$ cat config.mk
export PLATFORM = sky130hd
export DESIGN_NAME = sio_bank
export DESIGN_NICKNAME = d
export VERILOG_FILES = /design/src/rtl/sio_pkg.sv /design/src/rtl/sio_decode.sv /design/src/rtl/sio_chan.sv /design/src/rtl/sio_bank.sv
export SDC_FILE = /design/constraint.sdc
export NUM_CORES = 1
export LEC_CHECK = 0
export ABC_CLOCK_PERIOD_IN_PS = 6350
export BUFFER_PORTS_ARGS = -buffer_cell sky130_fd_sc_hd__buf_2
export CORE_MARGIN = 5
export CORE_UTILIZATION = 54
export DETAILED_ROUTE_END_ITERATION = 16
export GPL_TIMING_DRIVEN = 0
export HOLD_SLACK_MARGIN = 0.08
export PLACE_DENSITY = 0.75
export SLEW_MARGIN = 20
export SYNTH_ARGS = -nofsm -noshare
export SYNTH_HDL_FRONTEND = slang
export SYNTH_SLANG_ARGS = --single-unit
$ cat constraint.sdc
create_clock -name clk -period 6.35 [get_ports clk]
set_clock_uncertainty 0.1 [all_clocks]
set_input_delay 0.3175 -clock clk [delete_from_list [all_inputs] [get_ports clk]]
set_output_delay 0.3175 -clock clk [all_outputs]
set_load 0.05 [all_outputs]
$ cat src/rtl/sio_pkg.sv
package sio_pkg;

    typedef enum logic [2:0] {
        SEL_NONE,
        SEL_CTRL,
        SEL_ICR,
        SEL_TXB,
        SEL_RXB,
        SEL_STAT,
        SEL_TIM
    } reg_sel_e;

    typedef enum logic {
        RX_EMPTY,
        RX_FULL
    } rx_state_e;

endpackage

$ cat src/rtl/sio_decode.sv
module sio_decode
    import sio_pkg::*;
#(
    parameter int          ADDR_W       = 6,
    parameter int          N_CH         = 3,
    parameter int          DATA_W       = 16,
    parameter logic [15:0] CTRL_RO_LAST = 16'h0C04,
    parameter logic [7:0]  ICR_RO       = 8'h4A,
    parameter logic [7:0]  ICR_RO_LAST  = 8'hCA
) (
    input  logic [ADDR_W-1:0] addr,
    input  logic              size,
    input  logic              rd,
    input  logic              wr,
    input  logic [DATA_W-1:0] wdata,
    output reg_sel_e          sel,
    output logic [ADDR_W-5:0] ch,
    output logic              ok
);
    localparam int CH_W = ADDR_W - 4;
    localparam logic [CH_W-1:0] LAST_CH = CH_W'(N_CH - 1);

    logic [3:0] off;
    logic       last;
    logic       mapped;
    logic       legal;

    assign ch     = addr[ADDR_W-1:4];
    assign off    = addr[3:0];
    assign last   = (ch == LAST_CH);
    assign mapped = (ch <= LAST_CH);

    always_comb begin
        sel   = SEL_NONE;
        legal = 1'b0;
        case (off)
            4'h0: begin
                sel   = SEL_CTRL;
                legal = size && !(wr && last && (|(wdata & CTRL_RO_LAST)));
            end
            4'h4: begin
                sel   = SEL_ICR;
                legal = !size && !(wr && (|(wdata[7:0] & (last ? ICR_RO_LAST : ICR_RO))));
            end
            4'h8: begin
                sel   = SEL_TXB;
                legal = !size;
            end
            4'h9: begin
                sel   = SEL_RXB;
                legal = !size && !wr;
            end
            4'hC: begin
                sel   = SEL_STAT;
                legal = !wr && (!size || !last);
            end
            4'hD: begin
                sel   = SEL_TIM;
                legal = last && !size;
            end
            default: begin
                sel   = SEL_NONE;
                legal = 1'b0;
            end
        endcase
    end

    assign ok = mapped && legal && (rd ^ wr);

endmodule

$ cat src/rtl/sio_chan.sv
module sio_chan
    import sio_pkg::*;
#(
    parameter int          DATA_W  = 16,
    parameter int          RDY_BIT = 4,
    parameter logic [15:0] RO_CTRL = 16'h0000
) (
    input  logic              clk,
    input  logic              rst_n,
    input  logic              ctrl_wr,
    input  logic              icr_wr,
    input  logic              txb_wr,
    input  logic              rxb_rd,
    input  logic              stat_rd,
    input  logic [DATA_W-1:0] wdata,
    input  logic              rx_valid,
    input  logic [7:0]        rx_byte,
    output logic [DATA_W-1:0] ctrl_q,
    output logic [7:0]        icr_q,
    output logic [7:0]        txb_q,
    output logic [7:0]        rxb_q,
    output logic [DATA_W-1:0] stat_q,
    output logic              rx_evt,
    output logic              tx_evt
);
    rx_state_e state_q, state_d;

    // receive state register
    always_ff @(posedge clk) begin
        if (!rst_n) state_q <= RX_EMPTY;
        else        state_q <= state_d;
    end

    always_comb begin
        unique case (state_q)
            RX_EMPTY: state_d = rx_valid ? RX_FULL : RX_EMPTY;
            RX_FULL:  state_d = (rx_valid || !rxb_rd) ? RX_FULL : RX_EMPTY;
            default:  state_d = RX_EMPTY;
        endcase
    end

    // registers and event outputs
    always_ff @(posedge clk) begin
        if (!rst_n) begin
            ctrl_q <= '0;
            icr_q  <= '0;
            txb_q  <= '0;
            rxb_q  <= '0;
            rx_evt <= 1'b0;
            tx_evt <= 1'b0;
        end else begin
            if (ctrl_wr) ctrl_q <= wdata;
            if (icr_wr)  icr_q  <= wdata[7:0];
            if (txb_wr)  txb_q  <= wdata[7:0];
            if (rx_valid)
                rxb_q <= rx_byte;
            else if (stat_rd && state_q == RX_EMPTY)
                rxb_q <= '0;
            rx_evt <= rx_valid;
            tx_evt <= txb_wr;
        end
    end

    always_comb begin
        stat_q          = '0;
        stat_q[RDY_BIT] = (state_q == RX_FULL);
    end


    load_sets_ready_chk: assert property (@(posedge clk) disable iff (!rst_n)
        rx_valid |=> (state_q == RX_FULL) && rx_evt);


    read_clears_chk: assert property (@(posedge clk) disable iff (!rst_n)
        (rxb_rd && !rx_valid) |=> (state_q == RX_EMPTY));


    overwrite_chk: assert property (@(posedge clk) disable iff (!rst_n)
        rx_valid |=> (rxb_q == $past(rx_byte)));

    generate
        if (RO_CTRL != 16'h0000) begin : g_ro

            ctrl_ro_chk: assert property (@(posedge clk) disable iff (!rst_n)
                ctrl_wr |-> ((wdata & RO_CTRL) == '0));
        end
    endgenerate

endmodule

$ cat src/rtl/sio_bank.sv
module sio_bank
    import sio_pkg::*;
#(
    parameter int          ADDR_W       = 6,
    parameter int          DATA_W       = 16,
    parameter int          N_CH         = 3,
    parameter int          RDY_BIT      = 4,
    parameter logic [15:0] CTRL_RO_LAST = 16'h0C04,
    parameter logic [7:0]  ICR_RO       = 8'h4A,
    parameter logic [7:0]  ICR_RO_LAST  = 8'hCA
) (
    input  logic                clk,
    input  logic                rst_n,
    input  logic [ADDR_W-1:0]   bus_addr,
    input  logic                bus_size,
    input  logic                bus_rd,
    input  logic                bus_wr,
    input  logic [DATA_W-1:0]   bus_wdata,
    output logic [DATA_W-1:0]   bus_rdata,
    output logic                bus_err,
    input  logic [N_CH-1:0]     rx_valid,
    input  logic [N_CH*8-1:0]   rx_data,
    output logic [N_CH-1:0]     rx_evt,
    output logic [N_CH-1:0]     tx_evt
);
    localparam int CH_W = ADDR_W - 4;

    reg_sel_e          sel;
    logic [CH_W-1:0]   ch;
    logic              ok;

    logic [DATA_W-1:0] ctrl_q [N_CH];
    logic [7:0]        icr_q  [N_CH];
    logic [7:0]        txb_q  [N_CH];
    logic [7:0]        rxb_q  [N_CH];
    logic [DATA_W-1:0] stat_q [N_CH];
    logic [7:0]        tim_q;
    logic [DATA_W-1:0] rd_val;
    logic [DATA_W-1:0] rd_sized;

    sio_decode #(
        .ADDR_W(ADDR_W), .N_CH(N_CH), .DATA_W(DATA_W),
        .CTRL_RO_LAST(CTRL_RO_LAST), .ICR_RO(ICR_RO), .ICR_RO_LAST(ICR_RO_LAST)
    ) u_dec (
        .addr(bus_addr), .size(bus_size), .rd(bus_rd), .wr(bus_wr),
        .wdata(bus_wdata), .sel(sel), .ch(ch), .ok(ok)
    );

    generate
        for (genvar i = 0; i < N_CH; i++) begin : g_ch
            logic hit;
            assign hit = ok && (ch == CH_W'(i));
            sio_chan #(
                .DATA_W(DATA_W), .RDY_BIT(RDY_BIT),
                .RO_CTRL((i == N_CH - 1) ? CTRL_RO_LAST : 16'h0000)
            ) u_chan (
                .clk(clk), .rst_n(rst_n),
                .ctrl_wr(hit && bus_wr && sel == SEL_CTRL),
                .icr_wr (hit && bus_wr && sel == SEL_ICR),
                .txb_wr (hit && bus_wr && sel == SEL_TXB),
                .rxb_rd (hit && bus_rd && sel == SEL_RXB),
                .stat_rd(hit && bus_rd && sel == SEL_STAT),
                .wdata(bus_wdata),
                .rx_valid(rx_valid[i]),
                .rx_byte(rx_data[i*8 +: 8]),
                .ctrl_q(ctrl_q[i]), .icr_q(icr_q[i]), .txb_q(txb_q[i]),
                .rxb_q(rxb_q[i]), .stat_q(stat_q[i]),
                .rx_evt(rx_evt[i]), .tx_evt(tx_evt[i])
            );
        end
    endgenerate

    always_comb begin
        rd_val = '0;
        if (ok) begin
            unique case (sel)
                SEL_CTRL: rd_val = ctrl_q[ch];
                SEL_ICR:  rd_val = DATA_W'(icr_q[ch]);
                SEL_TXB:  rd_val = DATA_W'(txb_q[ch]);
                SEL_RXB:  rd_val = DATA_W'(rxb_q[ch]);
                SEL_STAT: rd_val = stat_q[ch];
                SEL_TIM:  rd_val = DATA_W'(tim_q);
                default:  rd_val = '0;
            endcase
        end
    end

    assign rd_sized = bus_size ? rd_val : DATA_W'(rd_val[7:0]);

    always_ff @(posedge clk) begin
        if (!rst_n) begin
            tim_q     <= '0;
            bus_rdata <= '0;
            bus_err   <= 1'b0;
        end else begin
            if (ok && bus_wr && sel == SEL_TIM) tim_q <= bus_wdata[7:0];
            bus_rdata <= (ok && bus_rd) ? rd_sized : '0;
            bus_err   <= (bus_rd || bus_wr) && !ok;
        end
    end


    err_zero_rdata_chk: assert property (@(posedge clk) disable iff (!rst_n)
        bus_err |-> (bus_rdata == '0));


    tx_single_chk: assert property (@(posedge clk) disable iff (!rst_n)
        $onehot0(tx_evt));


    err_follows_access_chk: assert property (@(posedge clk) disable iff (!rst_n)
        (!bus_rd && !bus_wr) |=> !bus_err);

endmodule

# [Yosys cells after proc, flatten, opt, wreduce, memory -nomap -nowiden]
# Cells that the tools add are included.
[totals] ff_bits=154 latchBits=0 ramBits=0 romBits=0 input_bits=54 word_cells=145 mem_count=0
[classes] n_addsub=0 multipliers=0 n_div=0 n_lt_le_gt_ge=2 eq_ne=13 shift=0 muxes=35 bitwise_logic=6 reduce_logical=64
[op_table] cell="$mux W8" n=14
[op_table] cell="$pmux W16 S6" n=1
[op_table] cell="$bmux W16 S2" n=2
[op_table] cell="$mux W16" n=4
[op_table] cell="$bmux W8 S2" n=3
[op_table] cell="$logic_and A1 B1 Y1" n=41
[op_table] cell="$pmux W3 S6" n=1
[op_table] cell="$eq A4 B4 Y1 const B" n=4
[op_table] cell="$eq A3 B3 Y1 const B" n=3
[op_table] cell="$logic_not A1 Y1" n=9
[op_table] cell="$and A8 B8 Y8" n=1
[op_table] cell="$reduce_or A8 Y1" n=1
[op_table] cell="$eq A3 B2 Y1 const B" n=2
[op_table] cell="$mux W1" n=6
[op_table] cell="$pmux W1 S2" n=3
[op_table] cell="$pmux W1 S6" n=1
[op_table] cell="$reduce_bool A2 Y1" n=3
[op_table] cell="$logic_or A1 B1 Y1" n=5
[op_table] cell="$eq A4 B3 Y1 const B" n=1
[op_table] cell="$logic_not A4 Y1" n=1
[op_table] cell="$reduce_and A4 Y1" n=1
[op_table] cell="$eq A3 B1 Y1 const B" n=1
[op_table] cell="$ge A3 B3 Y1 const B" n=1
[op_table] cell="$not A1 Y1" n=3
[op_table] cell="other kinds (8)" n=8

# [Longest topological paths before layout]
[logic_depth] ltp_word=17 depth_mapped=11 depth_no_buf=7

# [Hierarchy]
# From an unflattened synthesis, not the netlist that was laid out.
[unflattened] hier_cells=842 hier_area_um2=8089.0
[modules_own_cells] module="sio_chan" instances=3 cells_per_inst=163 area_per_inst_um2=1775.5 seq_area_each_um2=860.8
[modules_own_cells] module="sio_bank" instances=1 cells_per_inst=323 area_per_inst_um2=2567.5 seq_area_each_um2=500.5
[modules_own_cells] module="sio_decode" instances=1 cells_per_inst=30 area_per_inst_um2=195.2 seq_area_each_um2=0.0

# [Least setup slack after synthesis]
# Ideal clock, no wire load.
[synth_path] path_type="input to register" from="input bus_wr" to="register g_ch[2].u_chan.rxb_q[0]" setup_time_ps=117 arrival_ps=2089 required_time_ps=6133 slack_ps=4044 path_stages=8 path_cell_list="buf_4 -> inv_1 -> ha_1 -> o2111a_1 -> clkbuf_1 -> a21boi_4 -> a311oi_4 -> a22o_1"
[synth_via] elab_chain_len=12 elab_cells_between_ends=19
[synth_rtl] element="start: declaration" line="sio_bank.sv:17" rtl="input logic bus_wr,"
[synth_rtl] element="$logic_and A1 B1 Y1 (2 in a row)" line="sio_decode.sv:39" rtl="legal = size && !(wr && last && (|(wdata & CTRL_RO_LAST)));"
[synth_rtl] element="$logic_not A1 Y1" line="sio_decode.sv:39"
[synth_rtl] element="$logic_and A1 B1 Y1" line="sio_decode.sv:39"
[synth_rtl] element="$pmux W1 S6" line="sio_decode.sv:36" rtl="case (off)"
[synth_rtl] element="$logic_and A1 B1 Y1" line="sio_decode.sv:68" rtl="assign ok = mapped && legal && (rd ^ wr);"
[synth_rtl] element="$logic_and A1 B1 Y1 *" line="sio_decode.sv:68"
[synth_rtl] element="$logic_and A1 B1 Y1 *" line="sio_bank.sv:52" rtl="assign hit = ok && (ch == CH_W'(i));"
[synth_rtl] element="$logic_and A1 B1 Y1 * (2 in a row)" line="sio_bank.sv:62" rtl=".stat_rd(hit && bus_rd && sel == SEL_STAT),"
[synth_rtl] element="$logic_and A1 B1 Y1 *" line="sio_chan.sv:57" rtl="else if (stat_rd && state_q == RX_EMPTY)"
[synth_rtl] element="$reduce_bool A2 Y1 (no source line) *"
[synth_rtl] element="end signal: assignment" line="sio_chan.sv:56" rtl="rxb_q <= rx_byte;"
[synth_rtl] element="end: declaration" line="sio_chan.sv:21" rtl="output logic [7:0] rxb_q,"
# Mark *: on every way between the ends. The rest lies on a longest branch, timed or not.
# A chain may end at the register's enable or synchronous reset.

# [Worst setup path after layout]
[layout_path] from="input bus_addr[4]" to="register bus_rdata[6]"
[layout_via] elab_chain_len=12 elab_cells_between_ends=39
[layout_rtl] element="start: declaration" line="sio_bank.sv:14" rtl="input logic [ADDR_W-1:0] bus_addr,"
[layout_rtl] element="$eq A2 B2 Y1" line="sio_decode.sv:30" rtl="assign last = (ch == LAST_CH);"
[layout_rtl] element="$mux W8" line="sio_decode.sv:43" rtl="legal = !size && !(wr && (|(wdata[7:0] & (last ? ICR_RO_LAST : ICR_RO))));"
[layout_rtl] element="$and A8 B8 Y8" line="sio_decode.sv:43"
[layout_rtl] element="$reduce_or A8 Y1" line="sio_decode.sv:43"
[layout_rtl] element="$logic_and A1 B1 Y1" line="sio_decode.sv:43"
[layout_rtl] element="$logic_not A1 Y1" line="sio_decode.sv:43"
[layout_rtl] element="$logic_and A1 B1 Y1" line="sio_decode.sv:43"
[layout_rtl] element="$pmux W1 S6" line="sio_decode.sv:36"
[layout_rtl] element="$logic_and A1 B1 Y1 (2 in a row)" line="sio_decode.sv:68"
[layout_rtl] element="$logic_and A1 B1 Y1" line="sio_bank.sv:97" rtl="bus_rdata <= (ok && bus_rd) ? rd_sized : '0;"
[layout_rtl] element="$reduce_and A2 Y1 (no source line)"
[layout_rtl] element="end signal: assignment" line="sio_bank.sv:97"
[layout_rtl] element="end: declaration" line="sio_bank.sv:19" rtl="output logic [DATA_W-1:0] bus_rdata,"
# Several ways; a longest one is shown, not always the timed one. The select of a mux whose other input is x is not followed.

==> results list <==
- The worst-case IR drop observed on VDD is between 0.15 and 0.2 mV.
- By startpoint and endpoint, the worst setup path is classified as in -> reg.
* Register cell area after layout: 0.00308 mm²
- Nature of the critical path startpoint: input port
- Multi-input gate area in the final layout: around 0.0030 mm²
- STA classifies the critical path endpoint as a flip-flop.
- TritonCTS built the clock tree.
- Hold is met by 89.9 ps.
- EDFF count, synth: 0
- The portion of synthesized area spent on multiplexers is 11.1%.
* Xor/xnor share of the synthesized area: 0%
- Dividing the detail-routed wire length by the instance count gives 19.5 µm.
- The number of hold violations in the final report was 0.
* RSZ-0062 raised after global routing: false
* Worst setup path startpoint: bus_addr[4]
- The routed layout has around 5900 vias.
- Tightest slew margin relative to the limit: 22.9%
* Combined area of all synthesized cells: between 0.006 and 0.007 mm²
- Of all nets on the critical path, the largest fanout is 10.
- Max H-tree Level: 4
- After the first detailed-routing iteration, the DRC count stood at ~680.
* Setup TNS after final layout: 0 ps
- After legalization and detailed placement, the total HPWL measured 12700 µm.
- Num Clock Sinks: 154
- For the pin with the worst max-slew slack, the measured transition is 1150 ps.
- Final antenna-violating net count: 0
- Clock transition at path regs: 60 ps
- The first global-routing pass estimated 30600 µm of wire.
* Delay of the slowest cell on the worst path: around 520 ps
- Summing the areas of all compound-gate instances in the mapped netlist gives between 10% and 20% of the synthesized area.
- In this run the static leakage power is 0.00323 µW.
- Rows: 39
* Top Ports: 77
- The flow ran to the end, and the final reports show no timing, DRC or antenna violations.
* Placed insts: about 920
* Max Slew Vio Count: 0
* Overflow left after global routing: 0
* Ordered cell list for the critical path: buf_2 -> buf_2 -> nor2b_1 -> clkbuf_1 -> clkbuf_1 -> buf_1 -> nand2_1 -> o21ai_0 -> nand2_1 -> a31oi_1
- CTS buffer count: 17
- Final-layout fill cell count: about 900
- The clock passes through at most 2 buffers.
* Simple-gate portion of the synthesized area: 19.0%
* Number of remaining DRC errors: 0
- Required time at the endpoint of the critical path: 6580 ps
- Area of the die: 0.0142 mm²
- Dividing the synthesized area by the synthesized cell count gives roughly 9 µm².
* Post-Syn Nets: approximately 760
* Proportion of layout cells with a drive suffix above 1: 17.3%
* Post-DR vias/cell: 6.06
- Max_cap viols: 0
* Insertion delay to the later sink of the worst-skew pair: 430 ps
- Leading cell type in the layout, fill and taps excluded: dfxtp_1
* Critical path buffer and inverter count: 5
* Reg-to-Reg Start: g_ch[2].u_chan.txb_q[4]
- Via count of the first global-routing pass: 5870
* Die span in x: 119 µm
- Placer Congestion: 0.921
* Fraction of the yosys area taken by sequential cells: between 40% and 50%
* Pin count of the biggest net entering global routing: 17
- The slowest stage of the critical path is the buf_1 cell.
- Cell count after synthesis: 700
* Adder-Cell Fraction of Synth Area: less than 1%
- Among cell families on the critical path, the largest total delay comes from buffers and inverters.
* Highest attainable clock frequency: 406 MHz
* Count of input and output buffers: 74
- GR Util All Layers: 27.0%
* Data arrival time of the critical path: 2690 ps
* Register bit count reported by yosys: 154
* Flip-flop cell with the highest count after synthesis: dfxtp_1
- For this configuration, the core starts out at a cell density of a little under three fifths.
* Post-synth cell types: 48
- The initial antenna violation count is 0.
- PwrDens: 286 mW/mm²
- Yosys printed 0 warnings.
* Vert. Die Dim: 119 µm
- Final-stage net count: about 870
* Synth-to-layout area growth: 22.4%
* Hold Crit Class: in -> reg
* Main combinational cell family by area after synthesis: simple AND/OR/NAND/NOR gates
* Final count of negative-setup-slack endpoints: 0
* HP Start: bus_wdata[14]
- Diode insertion count for antenna repair: 0
* Proportion of synthesized flip-flops having asynchronous set or reset: 0%
- Core outline area: 0.0116 mm²
- Number of standard cells in the layout, taps in and fillers out: 974
- First-pass iteration count of the detailed router: 5
- CTS placed an instance of clkbuf_16 at the clock tree root.
- The final layout contains routed wiring with a total length of around 19000 µm.
- The smallest clock period supported by the final layout is computed as between 2000 and 2500 ps.
* Period utilization: 38.8%
* Most frequent cells in the layout: dfxtp_1, nand2_1, o21ai_0, buf_2, mux2i_1
## final timing paths
kind                                to  slack, ps  depth (start not counted)
max                       bus_rdata[6]       3880                         10
min          g_ch[1].u_chan.ctrl_q[14]         90                          3
max reg2reg               bus_rdata[4]       4830                          6
min reg2reg    g_ch[1].u_chan.txb_q[1]        360                          2
## power breakdown
group	total, µW	switching, µW	internal (µW)
Combinational	156	99.0	57.1
Clock	1110	400	706
Sequential	986	7.10	979
## per-layer routing
layer / global-route usage [%] / vias to the layer above / wire (µm)
li1: - / 2735 / -
met1: 33.5 / 2812 / 7740
met2: 44.4 / 308 / 9130
met3: 6.92 / 51 / 1550
met4: 12.0 / 0 / 561
met5: 0 / - / 0
## state kept, by name, summed over array words and instances, names as in the netlist
name and flops:
bus_rdata 16, g_ch.u_chan.state_q 3, g_ch.u_chan.icr_q 24, g_ch.u_chan.ctrl_q 48
g_ch.u_chan.txb_q 24, g_ch.u_chan.rx_evt 3, tim_q 8, g_ch.u_chan.rxb_q 24
bus_err 1, g_ch.u_chan.tx_evt 3
## tightest hold or removal path: cells and delay by family
family / cells / cell delay [ps]
and+or+nand+nor: 1 / 80
buffers and inverters: 1 / 100
AOI/OAI and AO/OA: 1 / 70
## cells by family (layout without fill, tap and decap cells)
kind of cell	after synthesis	count (layout)
simple gates	244	244
compound gates	164	164
flops	154	154
mux	71	71
buf+inv	65	196
fa+ha+maj	2	2
## per-stage QoR
stage               worst slack, ps  power [µW]  instance area (µm²)  utilization (%)
global route                   3690        2310                 7870             68.0
CTS                            3950        2240                 7870             68.0
floorplan                      4040        1090                 6430                -
global placement               3570        1140                 6980             60.3
detailed placement             3570        1140                 6980             60.3
finish                         3880        2250                 7870             68.0
## cell type report
type / instances / share of cell area [%]
repair buffers: 99 / 7.89
multi-input cells: 481 / 38.7
flip-flops and latches: 154 / 39.2
clock inverters: 12 / 2.48
plain buffers: 59 / 3.51
inverters: 6 / 0.286
well taps: 143 / 2.27
clock buffers: 20 / 5.68
## timing repair
item,in CTS,in global routing
endpoints found under the hold margin,25,0
hold buffers,25,0
resized for setup,0,0
setup endpoints to repair,0,0
setup buffers,0,0
## Yosys cell counts (2+ instances only)
library cell / count / share of area, %
a31oi_1: 8 / 0.78
nor3_2: 3 / 0.47
nor3_1: 10 / 0.78
dfxtp_1: 154 / 48
a311oi_4: 3 / 1.2
a22oi_1: 7 / 0.82
nand3_1: 64 / 5.0
a21oi_1: 17 / 1.3
and2_1: 5 / 0.49
o21ai_1: 8 / 0.62
a211oi_1: 2 / 0.23
a22o_1: 25 / 3.4
inv_1: 6 / 0.35
nand4_1: 8 / 0.78
clkbuf_1: 34 / 2.0
nand2b_1: 2 / 0.19
buf_1: 7 / 0.41
and3_1: 15 / 1.5
buf_2: 8 / 0.62
nor2_1: 24 / 1.4
buf_4: 8 / 0.93
mux2i_1: 71 / 11
buf_6: 2 / 0.35
o21ai_0: 84 / 6.5
nand2_1: 97 / 5.7
a31o_2: 3 / 0.41
nor2b_1: 3 / 0.29
nor4b_2: 2 / 0.47
No activity file was read; power rests on OpenSTA's default activity.
